$ cat src/rtl/i2c_rcv_pkg.sv
package i2c_rcv_pkg;

    // Register addresses
    localparam int unsigned CTRL_ADDR = 0;
    localparam int unsigned LINE_ADDR = 1;

    // Bit positions inside the line register
    localparam int unsigned LINE_SCL_DRV  = 0;
    localparam int unsigned LINE_SDA_DRV  = 1;
    localparam int unsigned LINE_SCL_SEEN = 2;
    localparam int unsigned LINE_SDA_SEEN = 3;

    // Bit position of the soft-reset flag in the control register
    localparam int unsigned CTRL_SRST = 0;

    // Synchronizer lane order
    localparam int unsigned LANE_SCL = 0;
    localparam int unsigned LANE_SDA = 1;
    localparam int unsigned LANES    = 2;

    typedef struct packed {
        logic srst;
        logic scl_drv;
        logic sda_drv;
    } rcv_state_t;

    localparam rcv_state_t RCV_RESET = '{srst: 1'b0, scl_drv: 1'b1, sda_drv: 1'b1};

endpackage

$ cat src/rtl/i2c_rcv_sync.sv
module i2c_rcv_sync #(
    parameter int unsigned   W      = 2,
    parameter int unsigned   STAGES = 2,
    parameter logic [W-1:0]  INIT   = '1
) (
    input  logic         clk,
    input  logic         rst_n,
    input  logic [W-1:0] async_i,
    output logic [W-1:0] sync_o
);

    localparam int unsigned CNT_W = $clog2(STAGES + 1);

    for (genvar g = 0; g < W; g++) begin : g_lane
        logic [STAGES-1:0] chain_d, chain_q;

        always_comb begin
            chain_d = {chain_q[STAGES-2:0], async_i[g]};
        end

        always_ff @(posedge clk or negedge rst_n) begin
            if (!rst_n) chain_q <= {STAGES{INIT[g]}};
            else        chain_q <= chain_d;
        end

        assign sync_o[g] = chain_q[STAGES-1];

        // Settle tracker for the latency check below
        logic             prev_d, prev_q;
        logic [CNT_W-1:0] hold_d, hold_q;

        always_comb begin
            prev_d = async_i[g];
            hold_d = hold_q;
            if (async_i[g] != prev_q)             hold_d = '0;
            else if (hold_q < CNT_W'(STAGES))     hold_d = hold_q + 1'b1;
        end

        always_ff @(posedge clk or negedge rst_n) begin
            if (!rst_n) begin
                prev_q <= INIT[g];
                hold_q <= '0;
            end else begin
                prev_q <= prev_d;
                hold_q <= hold_d;
            end
        end

        // a level held for STAGES samples has reached the output
        assert_sync_settled_R8: assert property (@(posedge clk) disable iff (!rst_n)
            (hold_q == CNT_W'(STAGES)) |-> (sync_o[g] == prev_q));
    end

endmodule

$ cat src/rtl/i2c_rcv_regs.sv
module i2c_rcv_regs
    import i2c_rcv_pkg::*;
#(
    parameter int unsigned DATA_W = 8,
    parameter int unsigned ADDR_W = 2
) (
    input  logic              clk,
    input  logic              rst_n,
    input  logic              ext_rst_i,
    input  logic              wr_en_i,
    input  logic [ADDR_W-1:0] addr_i,
    input  logic [DATA_W-1:0] wdata_i,
    input  logic [LANES-1:0]  seen_i,
    output logic [DATA_W-1:0] rdata_o,
    output logic              srst_o,
    output logic              scl_drv_o,
    output logic              sda_drv_o
);

    rcv_state_t st_d, st_q;

    logic ctrl_wr, line_wr;
    assign ctrl_wr = wr_en_i && (addr_i == ADDR_W'(CTRL_ADDR));
    assign line_wr = wr_en_i && (addr_i == ADDR_W'(LINE_ADDR));

    // Upper write-data bits carry no field
    logic unused_wbits;
    assign unused_wbits = ^wdata_i[DATA_W-1:LINE_SCL_SEEN];

    always_comb begin
        st_d = st_q;
        if (ctrl_wr) st_d.srst = wdata_i[CTRL_SRST];
        if (line_wr) begin
            st_d.scl_drv = wdata_i[LINE_SCL_DRV];
            st_d.sda_drv = wdata_i[LINE_SDA_DRV];
        end
        if (ext_rst_i) st_d.srst = 1'b0;
    end

    always_ff @(posedge clk or negedge rst_n) begin
        if (!rst_n) st_q <= RCV_RESET;
        else        st_q <= st_d;
    end

    always_comb begin
        rdata_o = '0;
        if (addr_i == ADDR_W'(CTRL_ADDR)) begin
            rdata_o[CTRL_SRST] = st_q.srst;
        end else if (addr_i == ADDR_W'(LINE_ADDR)) begin
            rdata_o[LINE_SCL_DRV]  = st_q.scl_drv;
            rdata_o[LINE_SDA_DRV]  = st_q.sda_drv;
            rdata_o[LINE_SCL_SEEN] = seen_i[LANE_SCL];
            rdata_o[LINE_SDA_SEEN] = seen_i[LANE_SDA];
        end
    end

    assign srst_o    = st_q.srst;
    assign scl_drv_o = st_q.scl_drv;
    assign sda_drv_o = st_q.sda_drv;

    assert_srst_persist_R2: assert property (@(posedge clk) disable iff (!rst_n)
        (st_q.srst && !ctrl_wr && !ext_rst_i) |=> st_q.srst);

    assert_ext_clears_R3: assert property (@(posedge clk) disable iff (!rst_n)
        ext_rst_i |=> !st_q.srst);

    assert_drv_keep_R7: assert property (@(posedge clk) disable iff (!rst_n)
        !line_wr |=> ($stable(st_q.scl_drv) && $stable(st_q.sda_drv)));

endmodule

$ cat src/rtl/i2c_rcv_padmux.sv
module i2c_rcv_padmux
    import i2c_rcv_pkg::*;
(
    input  logic             manual_i,
    input  logic [LANES-1:0] drv_i,
    input  logic [LANES-1:0] eng_oe_i,
    output logic [LANES-1:0] pad_oe_o
);

    for (genvar g = 0; g < LANES; g++) begin : g_pad
        always_comb begin
            if (manual_i) pad_oe_o[g] = ~drv_i[g];
            else          pad_oe_o[g] = eng_oe_i[g];
        end
    end

endmodule

$ cat src/rtl/i2c_line_recovery.sv
module i2c_line_recovery
    import i2c_rcv_pkg::*;
#(
    parameter int unsigned DATA_W      = 8,
    parameter int unsigned ADDR_W      = 2,
    parameter int unsigned SYNC_STAGES = 2
) (
    input  logic              clk,
    input  logic              rst_n,
    input  logic              ext_rst_i,
    input  logic              wr_en_i,
    input  logic [ADDR_W-1:0] addr_i,
    input  logic [DATA_W-1:0] wdata_i,
    output logic [DATA_W-1:0] rdata_o,
    input  logic              scl_in_i,
    input  logic              sda_in_i,
    input  logic              eng_scl_oe_i,
    input  logic              eng_sda_oe_i,
    output logic              scl_oe_o,
    output logic              sda_oe_o,
    output logic              eng_rst_o
);

    logic [LANES-1:0] pad_raw, pad_seen, drv_bits, eng_oe, pad_oe;
    logic             srst, scl_drv, sda_drv;

    assign pad_raw[LANE_SCL] = scl_in_i;
    assign pad_raw[LANE_SDA] = sda_in_i;

    i2c_rcv_sync #(
        .W      (LANES),
        .STAGES (SYNC_STAGES),
        .INIT   ('1)
    ) u_sync (
        .clk     (clk),
        .rst_n   (rst_n),
        .async_i (pad_raw),
        .sync_o  (pad_seen)
    );

    i2c_rcv_regs #(
        .DATA_W (DATA_W),
        .ADDR_W (ADDR_W)
    ) u_regs (
        .clk       (clk),
        .rst_n     (rst_n),
        .ext_rst_i (ext_rst_i),
        .wr_en_i   (wr_en_i),
        .addr_i    (addr_i),
        .wdata_i   (wdata_i),
        .seen_i    (pad_seen),
        .rdata_o   (rdata_o),
        .srst_o    (srst),
        .scl_drv_o (scl_drv),
        .sda_drv_o (sda_drv)
    );

    assign drv_bits[LANE_SCL] = scl_drv;
    assign drv_bits[LANE_SDA] = sda_drv;
    assign eng_oe[LANE_SCL]   = eng_scl_oe_i;
    assign eng_oe[LANE_SDA]   = eng_sda_oe_i;

    i2c_rcv_padmux u_pad (
        .manual_i (srst),
        .drv_i    (drv_bits),
        .eng_oe_i (eng_oe),
        .pad_oe_o (pad_oe)
    );

    assign scl_oe_o  = pad_oe[LANE_SCL];
    assign sda_oe_o  = pad_oe[LANE_SDA];
    assign eng_rst_o = srst | ext_rst_i | ~rst_n;

    logic ctrl_wr;
    assign ctrl_wr = wr_en_i && (addr_i == ADDR_W'(CTRL_ADDR));

    assert_eng_rst_after_set_R4: assert property (@(posedge clk) disable iff (!rst_n)
        (ctrl_wr && wdata_i[CTRL_SRST] && !ext_rst_i) |=> eng_rst_o);

    assert_manual_pads_hold_R5: assert property (@(posedge clk) disable iff (!rst_n)
        (srst && !wr_en_i && !ext_rst_i) |=> ($stable(scl_oe_o) && $stable(sda_oe_o)));

    assert_engine_owns_R6: assert property (@(posedge clk) disable iff (!rst_n)
        (!srst && !wr_en_i) |=> (scl_oe_o == eng_scl_oe_i && sda_oe_o == eng_sda_oe_i));

endmodule

$ cat config.mk
export PLATFORM = sky130hd
export DESIGN_NAME = i2c_line_recovery
export DESIGN_NICKNAME = d
export VERILOG_FILES = /design/src/rtl/i2c_rcv_pkg.sv /design/src/rtl/i2c_rcv_sync.sv /design/src/rtl/i2c_rcv_regs.sv /design/src/rtl/i2c_rcv_padmux.sv /design/src/rtl/i2c_line_recovery.sv
export SDC_FILE = /design/constraint.sdc
export NUM_CORES = 1
export LEC_CHECK = 0
export BUFFER_PORTS_ARGS = -buffer_cell sky130_fd_sc_hd__buf_4
export CAP_MARGIN = 20
export CORE_AREA = 2 2 39 41
export CTS_CLUSTER_SIZE = 16
export DETAILED_ROUTE_END_ITERATION = 7
export DIE_AREA = 0 0 41 43
export PLACE_DENSITY = 0.57
export SLEW_MARGIN = 20
export SYNTH_ARGS = -nofsm -noshare
export SYNTH_HDL_FRONTEND = slang
export SYNTH_SLANG_ARGS = --single-unit
$ cat constraint.sdc
create_clock -name clk -period 0.95 [get_ports clk]
set_clock_uncertainty 0.05 [all_clocks]
set_input_delay 0.2375 -clock clk [delete_from_list [all_inputs] [get_ports clk]]
set_output_delay 0.2375 -clock clk [all_outputs]
set_load 0.005 [all_outputs]
Word-level counts from Yosys, hierarchy flattened

Index checks and enable logic that the tools add are counted.

Register bits after elaboration: 7
Latch bits: 0
Memory bits (writable): 0
Bits in read-only memories: 0
Input bits: 18
Output and inout port bits: 11
Logic and storage cells: 22
Memories: 0

Add/sub/neg operators: 0
Multiply operators: 0
Divide/modulo/power cells: 0
$lt $le $gt $ge: 0
Equal/unequal tests: 1
Shift-type cells: 0
Mux-type cells: 7
Bitwise gates (word level): 5
Reduce and logical (&&, ||, !) cells: 4

Operators with widths:

| kind                 | count |
|---|---|
| $mux W1              | 5 |
| $mux W4              | 1 |
| $mux W3              | 1 |
| $not A1 Y1           | 3 |
| $eq A2 B1 Y1 const B | 1 |
| $logic_and A1 B1 Y1  | 2 |
| $logic_not A2 Y1     | 1 |
| $or A1 B1 Y1         | 2 |
| $reduce_bool A2 Y1   | 1 |

Longest topological paths before layout

Gate-level depths: netlist (run 1).

Depth in word-level cells: 4
Gate-level depth with buffers: 2
Mapped depth without buffers: 2

Modules after synthesis

Synthesis (run 1) repeated with hierarchy kept, for this count alone.

Cell total of the unflattened synthesis: 32
Area total of the unflattened synthesis: 386.6 µm²

By module, submodules not included:

| module            | instances | cells an instance | area each (µm²) | sequential area each (µm²) |
|---|---|---|---|---|
| i2c_rcv_regs      | 1         | 21                | 230.2           | 77.6 |
| i2c_rcv_sync      | 1         | 6                 | 120.1           | 105.1 |
| i2c_rcv_padmux    | 1         | 4                 | 27.5            | 0.0 |
| i2c_line_recovery | 1         | 1                 | 8.8             | 0.0 |

Worst setup path after synthesis (run 1)

No wires, ideal clock.

Path kind: register to output
Start point: reg u_regs.st_q (netlist bit u_regs.scl_drv_o)
End point: out rdata_o[0]
Arrival: 681 ps
Data required time: 662 ps
Slack: -19 ps
Stages on the path, launching flop included: 3
Path buffers: 0
Path through: dfstp_2 -> mux2i_1 -> nor2_1

Cells in the longest elaborated chain, start to end: 2

Ends and longest elaborated chain:

| item                     | line                    | source |
|---|---|---|
| start: declaration       | i2c_rcv_regs.sv:20      | `rcv_state_t st_d, st_q;` |
| start signal: assignment | i2c_rcv_regs.sv:42      | `else st_q <= st_d;` |
| $mux W4                  | i2c_rcv_regs.sv:49      | `end else if (addr_i == ADDR_W'(LINE_ADDR)) begin` |
| $mux W1                  | i2c_rcv_regs.sv:47      | `if (addr_i == ADDR_W'(CTRL_ADDR)) begin` |
| end: declaration         | i2c_line_recovery.sv:14 | `output logic [DATA_W-1:0] rdata_o,` |

No other way between the ends.

Final worst setup path (run 1)

Same ends and word-level chain as after synthesis.

==> results.md, run 1 <==
- Post-Synthesis Cells: 31
- Post-layout util: 41.8%
- Vias in the first global route: 262
- Area leader, netlist: dfstp_2
- Yosys top cell area share: 42.6%
- Average wire per standard cell: 9.17 um
- CTS clk-pin slew, worst paths: 50 ps
- Hold Path Depth: 1
- Max-Cap Viols: 0
- I/O pin cnt: 29
- DIE AREA: 0.00176 mm^2
- Number of flops mapped to enable cells by yosys: 0
- Post-synth top cells: 6 x dfstp_2, 4 x buf_4, 4 x mux2i_1
- Failing checks: negative setup slack
- Setup Buffers After CTS: 0
- Num Clock Sinks: 7
- Crit Path Max Fanout: 3
- Worst Setup End Kind: primary output
- Synth warnings: 0
- Endpoints failing hold: 0
- Starting DRC count in detailed routing: 3
- Synth unique cells: 14
- Top cells by area, synth: dfstp_2 43%, mux2i_1 11%, buf_4 8.1%, mux2_4 8.1%, dfrtp_1 6.8%
- IO Port Bufs: 18
- DRC errors left: 0
- Detailed-placement wirelength estimate: 522 um
- Critical setup path kind: register to primary output
- Pin count of the biggest net entering global routing: 8
- Fmax: 745 MHz
- Max Slew Vio Count: 0
- Met1 Track Usage GR: 10.6%
- P per Cell Area: 1350 mW/mm^2
- Clk_lat worst skew: 250 ps
- Remaining antenna violation count after routing: 0
- Syn Std Cell Area: 370 um^2
- Top-count cell post-synth: dfstp_2
- Flops & latches, synth: 7
- Setup_tns: -2280 ps
- Total wire length: 651 um
- Via count: 271
- GP Congestion: 0.677
- CTS tree: yes
- DR pass1 iterations: 5
- P&R area growth vs syn: 56.1%
- CTS max path bufs: 2
- Vias per cell: 3.82
- DIE WIDTH: 41 um
- Worst reg2reg path startpoint: u_regs.scl_drv_o
- Global routing usage on met2: 12.5%
- TritonCTS Buffers: 3
- Part of the Yosys area used for sequential elements: 49.3%
- Initial core utilization: 26.8%
- Layout net count: 74
- Root buffer cell: clkbuf_4
- Met3 Use GR: 4.71%
- Core region area: 0.00138 mm^2
- Final Cycle Share: 141%
- Crit path max-delay cell type: dfstp_2
- Worst hold margin: 48.1 ps
- First-pass GRT wire length: 1.01 mm
- Grt peak-use layer: met2
- Hold_sp: sda_in_i
- Setup ws final: -392 ps
- Worst vdd ir: 0.827 mV
- Top_reg_cell synth: dfstp_2
- Initial antenna violation count: 0
- GR Util All Layers: 8.81%
- Hold worst-path end: u_sync.g_lane[1].chain_q[0]
- H-tree Lvls: 1
- Minimum clock period: 1340 ps
- Pre-CTS WS: -146 ps
- RR Endpoint: u_regs.scl_drv_o
- Avg Cell Area, Syn: 11.9 um^2
- Startpoint types: register
- Worst path required time: 660 ps
- Worst R2R Setup Slack: 180 ps
- Crit path cell chain: mux2i_1, nor2_1, buf_4
- # rows: 14
- CP peak stage delay: 530 ps
- Layout cells sized above 1: 65.5%
- Final setup viols: 7
- Status: complete, but fails checks
- R2R depth: 1
- Critical Path AT: 1050 ps
- Grt ovf: 0
- Leak: 0.292 nW
- RSZ-0062 raised after global routing: yes
- Async SR Flop Fraction: 100%
- Die height: 43 um
- N_diodes: 0
- Hold Crit Class: input pin to register
where the power goes:
part | switching, mW | total, mW | internal (mW)
logic | 0.0513 | 0.160 | 0.109
clock network | 0.101 | 0.260 | 0.160
registers | 0.0161 | 0.360 | 0.344
total | 0.168 | 0.781 | 0.613
through the flow:
| step | instance area, um^2 | cells | total power, mW |
|---|---|---|---|
| final | 578 | 71 | 0.781 |
| after global routing | 578 | 71 | 0.845 |
| after CTS | 566 | 71 | 0.792 |
| after detailed placement | 522 | 66 | 0.512 |
| after global placement | 522 | 66 | 0.511 |
| after floorplan | 382 | 34 | 0.434 |
cell type report:
| class | count | area [um^2] |
|---|---|---|
| Clock buffer | 4 | 26.3 |
| Fill cell | 145 | 806 |
| Inverter | 2 | 7.51 |
| Multi-Input combinational cell | 21 | 169 |
| Sequential cell | 7 | 184 |
| Tap cell | 16 | 20.0 |
| Timing Repair Buffer | 21 | 171 |
worst max path at each step:
stage	from	endpoint	slack [ps]
2_1_floorplan	u_regs.scl_drv_o	rdata_o[0]	-20
3_3_place_gp	u_regs.scl_drv_o	rdata_o[0]	-150
3_5_place_dp	u_regs.scl_drv_o	rdata_o[0]	-150
4_1_cts	u_regs.scl_drv_o	rdata_o[0]	-420
5_1_grt	u_regs.scl_drv_o	rdata_o[0]	-460
6_report	u_regs.scl_drv_o	rdata_o[0]	-390
state kept, by name, indices dropped and copies added, names as in the netlist:
name                   cells
u_regs.sda_drv_o           1
u_regs.scl_drv_o           1
u_sync.g_lane.chain_q      4
u_regs.srst_o              1
layout by cell type (no fill, tap or decap):
master          n
nor2_1          2
mux2i_1         4
nand3b_4        1
dfrtp_2         1
inv_1           2
nand2_1         1
nor3b_1         1
dlygate4sd3_1   1
and2_4          3
nand2b_1        2
mux2_4          2
dfstp_2         6
buf_6           3
nor2b_1         1
clkbuf_1        1
buf_4          17
conb_1          4
clkbuf_4        3
worst max-delay path, delay by kind of cell (launching register included):
family        cells  cell delay (ps)
simple gates      1               90
buf+inv           1              110
flops             1              530
mux               1               60
routing by layer:
layer | routed length, um | vias up | share of wire (%)
met5 | 0 | - | 0
met4 | 0 | 0 | 0
met3 | 61 | 0 | 9.4
met2 | 317 | 12 | 49
met1 | 273 | 120 | 42
li1 | - | 139 | -
what timing repair did:
action	CTS	global route
hold endpoints to repair	1	0
gates resized for setup	3	4
hold buffers	1	0
setup endpoints to repair	7	7
cells by family after synthesis:
| family | count (synthesis) | synth area share [%] |
|---|---|---|
| mux | 6 | 18.9 |
| flops | 7 | 49.3 |
| simple gates | 11 | 20.6 |
| other cells | 1 | 1.01 |
| buf+inv | 6 | 10.1 |
No activity file was read; power rests on OpenSTA's default activity.
==> run 2, diff against run 1 <==
Settings changed: CELL_PAD_IN_SITES_DETAIL_PLACEMENT set to 1, CELL_PAD_IN_SITES_GLOBAL_PLACEMENT set to 1, CORE_AREA 2 2 39 41 to unset, CORE_MARGIN set to 2, CORE_UTILIZATION set to 26, DIE_AREA 0 0 41 43 to unset, PLACE_DENSITY 0.57 to 0.71, SYNTH_HIERARCHICAL set to 1.
==> run 2 against run 1 <==
Against the previous run:
- the flow still finishes with violations (negative setup slack)
- core utilization rose by 1.6 points
- hold slack improved by 1.2 ps
- non-clock buffer count rose by 2
- synthesized cell count rose by 3.2%
- final cell count did not move
- critical path type unchanged
==> results.md, run 2 <==
- Finished Layout Cells: 71 (unchanged)
- IO Port Bufs: 18 (unchanged)
- P per Cell Area: 1330 mW/mm^2 (-1.8%)
- Crit path max-delay cell type: dfrtp_1
- Leak: 0.300 nW (+2.9%)
- Top_reg_cell synth: dfstp_2
- # rows: 13 (-1)
- Failing checks: negative setup slack
- Status: complete, but fails checks
- DR pass1 iterations: 2 (-3)
- Final Cycle Share: 145% (+4.3 points)
- Grt ovf: 0 (unchanged)
- P&R area growth vs syn: 51.5%
- GR Util All Layers: 9.79% (+0.97 points)
- Commonest non-fill, non-tap cell in the layout: buf_4
- Starting DRC count in detailed routing: 2 (-1)
- I/O pin cnt: 29 (unchanged)
- GP Congestion: 0.682 (+0.68%)
- Number of cells after detailed placement: 66 (unchanged)
- CTS max path bufs: 2 (unchanged)
- Via count: 279 (+3.0%)
- Vias per cell: 3.93 (+3.0%)
- Flops & latches, synth: 7 (unchanged)
- Yosys top cell area share: 40.8% (-1.8 points)
- Part of the Yosys area used for sequential elements: 47.2% (-2.1 points)
- Synth unique cells: 14 (unchanged)
- N_diodes: 0 (unchanged)
- CTS tree: yes
- H-tree Lvls: 1 (unchanged)
- Avg Cell Area, Syn: 12.1 um^2 (+1.1%)
- Worst Path Buf+Inv: 1 (unchanged)
- DIE AREA: 0.00181 mm^2 (+2.7%)
- DIE WIDTH: 42.6 um (+3.8%)
- Max-Cap Viols: 0 (unchanged)
- Post-layout util: 43.4% (+1.6 points)
- Vias in the first global route: 292 (+11%)
- Clk_lat worst skew: 240 ps (about the same)
- Worst Setup End Kind: primary output
- RSZ-0062 raised after global routing: yes
- Max Slew Vio Count: 0 (unchanged)
- Syn Std Cell Area: 387 um^2 (+4.4%)
- Pin count of the biggest net entering global routing: 8 (unchanged)
- Detailed-placement wirelength estimate: 571 um (+9.4%)
- Synth warnings: 6 (+6)
- Core region area: 0.00135 mm^2 (-2.4%)
- Minimum clock period: 1380 ps (+40.5 ps)
- Most frequent cells in the layout: 20 x buf_4, 6 x dfstp_2, 4 x mux2i_1, 4 x conb_1, 3 x clkbuf_4
- Post-synth top cells: 6 x buf_4, 6 x dfstp_2, 4 x mux2i_1
- DRC errors left: 0 (unchanged)
- Remaining antenna violation count after routing: 0 (unchanged)
- Worst path required time: 660 ps (about the same)
- Root buffer cell: clkbuf_4
- Die height: 42.6 um (-1.0%)
- Final setup viols: 7 (unchanged)
- Max reg flops: 4 (unchanged)
- CTS clk-pin slew, worst paths: 50 ps (about the same)
- Crit path cell chain: or3b_1, buf_4
- Critical setup path kind: register to primary output
- Fillers: 157 (+8.3%)
- Worst vdd ir: 0.872 mV (+5.5%)
- Average wire per standard cell: 9.52 um (+3.8%)
- Worst hold margin: 49.3 ps (+1.19 ps)
- Initial antenna violation count: 0 (unchanged)
- Layout net count: 75 (+1.4%)
- Post-Synthesis Cells: 32 (+3.2%)
- Critical Path AT: 1090 ps (+40 ps)
- Fmax: 724 MHz (-2.9%)
- Endpoints failing hold: 0 (unchanged)
- Hold Crit Class: input pin to register
- CP peak stage delay: 360 ps (-170 ps)
- Async SR Flop Fraction: 100% (unchanged)
- Setup Buffers After CTS: 0 (unchanged)
- Setup ws final: -432 ps (-40.5 ps)
- Total wire length: 676 um (+3.8%)
- Initial core utilization: 28.6% (+1.9 points)
- Reg with most FFs: u_sync/g_lane.chain_q
- CP delay by family, top: flip-flops
- Area leader, netlist: dfstp_2
- Num Clock Sinks: 7 (unchanged)
- TritonCTS Buffers: 3 (unchanged)
- Startpoint types: register
- First-pass GRT wire length: 1.27 mm (+26%)
- Number of flops mapped to enable cells by yosys: 0 (unchanged)
- Top cells by area, synth: dfstp_2 41%, buf_4 12%, mux2i_1 10%, mux2_4 7.8%, dfrtp_1 6.5%
- Layout cells sized above 1: 64.3% (-1.2 points)
- Crit Path Max Fanout: 2 (-1)
[run 2: cell count changes after synthesis]
| cell | delta |
|---|---|
| buf_4 | +2 |
| or3b_1 | +1 |
| nor2_1 | -1 |
| nand2_1 | -1 |
[run 2: path summary, 6_finish.rpt]
kind / slack (ps) / depth (start not counted) / startpoint / end
setup / recovery: -430 / 2 / u_regs/srst_o / eng_rst_o
hold / removal: 50 / 1 / sda_in_i / u_sync/g_lane[1].chain_q[0]
setup reg to reg: 130 / 3 / u_regs/srst_o / u_regs/srst_o
hold reg to reg: 310 / 0 / u_sync/g_lane[0].chain_q[0] / u_sync/g_lane[0].chain_q[1]
max in group asynchronous: 260 / 3 / rst_n / u_sync/g_lane[0].chain_q[1]
min in group asynchronous: 380 / 3 / rst_n / u_regs/srst_o
[run 2: cell type report]
| cell class | instances | area [um^2] | area share, % |
|---|---|---|---|
| well taps | 15 | 18.8 | 3.21 |
| inverters | 2 | 7.51 | 1.28 |
| multi-input cells | 20 | 168 | 28.6 |
| clock buffers | 4 | 26.3 | 4.49 |
| flip-flops and latches | 7 | 183 | 31.2 |
| repair buffers | 23 | 183 | 31.2 |
[run 2: cells by family after synthesis]
family | after synthesis | share of synthesized area, %
and+or+nand+nor | 10 | 20.1
muxes | 6 | 18.1
other | 1 | 0.970
DFF | 7 | 47.2
buffers and inverters | 8 | 13.6
[run 2: timing repair]
item | in CTS | in global routing
gates resized for setup | 2 | 2
hold endpoints to repair | 1 | 0
hold buffers | 1 | 0
setup endpoints to repair | 7 | 7
[run 2: metrics by stage]
stage / instance area (um^2) / power, mW / worst slack (ps) / setup TNS, ps
after detailed placement: 537 / 0.520 / -205 / -1080
final: 586 / 0.777 / -432 / -2450
after global routing: 586 / 0.833 / -491 / -2910
after global placement: 537 / 0.516 / -194 / -1070
after floorplan: 398 / 0.440 / -110 / -184
after CTS: 579 / 0.790 / -451 / -2570
[run 2: power by group]
| group | total (mW) | internal [mW] | switching [mW] |
|---|---|---|---|
| clock network | 0.252 | 0.159 | 0.0930 |
| registers | 0.360 | 0.344 | 0.0158 |
| logic | 0.164 | 0.111 | 0.0531 |
[run 2: layer usage]
layer	vias up	GRT usage, %	part of all wire (%)
met5	-	0	0
li1	142	-	-
met2	16	13.5	44
met3	0	6.03	13
met1	121	12.2	43
met4	0	3.75	0
==> run 3, diff against run 2 <==
Settings changed: CELL_PAD_IN_SITES_GLOBAL_PLACEMENT 1 to 2, CORE_MARGIN 2 to 4, CORE_UTILIZATION 26 to 20, PLACE_DENSITY 0.71 to 0.7.
==> run 3 against run 2 <==
Against the previous run:
- the run still ends with negative setup slack left
- clock power grew 2%
- via count shrank 1.4%
- design area grew 2.8%
- hold slack lost 0.82 ps
- combinational power grew 8%
- wire length grew 17%
==> results.md, run 3 (synthesized netlist as in run 2, its figures left out) <==
- RSZ-0062 raised after global routing: yes
- RR Endpoint: u_regs/sda_drv_o
- Crit Path Max Fanout: 2 (unchanged)
- Met3 Use GR: 1.72% (-4.3 points)
- Vias in the first global route: 292 (unchanged)
- Pin count of the biggest net entering global routing: 8 (unchanged)
- Number of cells after detailed placement: 75 (+14%)
- Worst reg2reg path startpoint: u_regs/sda_drv_o
- Worst R2R Setup Slack: 90 ps (-40 ps)
- Final Cycle Share: 146% (+1.0 points)
- Layout net count: 75 (unchanged)
- P per Cell Area: 1320 mW/mm^2 (-0.52%)
- Met1 Track Usage GR: 7.53% (-4.7 points)
- Average wire per standard cell: 9.78 um (+2.7%)
- Endpoints failing hold: 0 (unchanged)
- Num Clock Sinks: 7 (unchanged)
- # rows: 15 (+2)
- Root buffer cell: clkbuf_4
- H-tree Lvls: 1 (unchanged)
- Minimum clock period: 1390 ps (+9.68 ps)
- Max-Cap Viols: 0 (unchanged)
- Finished Layout Cells: 81 (+14%)
- Critical Path AT: 1100 ps (about the same)
- Initial antenna violation count: 0 (unchanged)
- Remaining antenna violation count after routing: 0 (unchanged)
- GR Util All Layers: 6.35% (-3.4 points)
- Clk_lat worst skew: 240 ps (about the same)
- Worst vdd ir: 0.318 mV (-64%)
- I/O pin cnt: 29 (unchanged)
- DR pass1 iterations: 1 (-1)
- Leak: 0.302 nW (+0.53%)
- Setup ws final: -442 ps (-9.68 ps)
- Pre-CTS WS: -203 ps (+1.67 ps)
- Commonest non-fill, non-tap cell in the layout: buf_4
- Global routing usage on met2: 9.41% (-4.1 points)
- N_diodes: 0 (unchanged)
- Layout cells sized above 1: 64.3% (unchanged)
- Fillers: 214 (+36%)
- Hold worst-path end: u_sync/g_lane[1].chain_q[0]
- Vias per cell: 3.40 (-14%)
- DRC errors left: 0 (unchanged)
- Reg with most FFs: u_sync/g_lane.chain_q
- DIE AREA: 0.00270 mm^2 (+49%)
- Hold_sp: sda_in_i
- CTS tree: yes
- Grt ovf: 0 (unchanged)
- Final setup viols: 7 (unchanged)
- Fmax: 719 MHz (-0.70%)
- Failing checks: negative setup slack
- Critical setup path kind: register to primary output
- P&R area growth vs syn: 55.7%
- GP Congestion: 0.648 (-5.0%)
- Detailed-placement wirelength estimate: 673 um (+18%)
- Initial core utilization: 21.7% (-7.0 points)
- IO Port Bufs: 18 (unchanged)
- Total wire length: 792 um (+17%)
- Hold Crit Class: input pin to register
- Max reg flops: 4 (unchanged)
- Most frequent cells in the layout: 19 x buf_4, 6 x dfstp_2, 4 x mux2i_1, 4 x conb_1
- Grt peak-use layer: met2
- Die height: 52.0 um (+22%)
- Status: complete, but fails checks
- CTS max path bufs: 2 (unchanged)
- Max Slew Vio Count: 0 (unchanged)
- DIE WIDTH: 52.0 um (+22%)
- R2R depth: 2 (-1)
- Fin area: 602 um^2 (+2.8%)
- Post-DP Area: 542 um^2 (+0.93%)
- Via count: 275 (-1.4%)
- First-pass GRT wire length: 1.25 mm (-1.7%)
- Hold Path Depth: 1 (unchanged)
- Starting DRC count in detailed routing: 0 (-2)
- CTS clk-pin slew, worst paths: 50 ps (about the same)
- Setup_tns: -2500 ps (-52.4 ps)
- Worst path required time: 660 ps (about the same)
- Startpoint types: register
- Core region area: 0.00178 mm^2 (+32%)
- TritonCTS Buffers: 3 (unchanged)
- Worst Setup End Kind: primary output
## run 3: layer usage
metal	share of wire (%)	wire length (um)	up-vias
li1	-	-	139
met1	43	343	123
met2	49	385	13
met3	7.8	62	0
met4	0	0	0
met5	0	0	-
## run 3: critical path: stages (launching register included)
cell,delay (ps)
dfrtp_1,370
or3b_1,370
buf_6,130
## run 3: cell type report
class	count	area, um^2	share of cell area [%]
repair buffers	23	186	31.0
flip-flops and latches	7	183	30.4
inverters	2	7.51	1.25
well taps	25	31.3	5.20
clock buffers	4	26.3	4.37
multi-input cells	20	168	27.9
## run 3: stage by stage
stage                     hold slack [ps]  util [%]  total power, mW
after detailed placement              106      30.4            0.518
after global routing                 32.1      33.8            0.845
after floorplan                      -108         -            0.440
after CTS                            43.7      32.4            0.786
final                                48.5      33.8            0.794
after global placement                107      30.4            0.516
## run 3: power by group
group / internal, mW / switching, mW
Combinational: 0.120 / 0.0569
Sequential: 0.344 / 0.0161
Clock: 0.160 / 0.0979
## run 3: worst max-delay path by stage
| stage | startpoint | endpoint | slack [ps] |
|---|---|---|---|
| 2_1_floorplan | u_regs/srst_o | eng_rst_o | -110 |
| 3_3_place_gp | ext_rst_i | eng_rst_o | -210 |
| 3_5_place_dp | ext_rst_i | eng_rst_o | -200 |
| 4_1_cts | u_regs/srst_o | eng_rst_o | -460 |
| 5_1_grt | u_regs/srst_o | eng_rst_o | -500 |
| 6_report | u_regs/srst_o | eng_rst_o | -440 |
## run 3: timing repair
item,CTS,global route
setup buffers,0,1
resized for setup,0,5
hold buffers,1,0
setup endpoints to repair,7,7
hold endpoints to repair,1,0
gates cloned,0,0
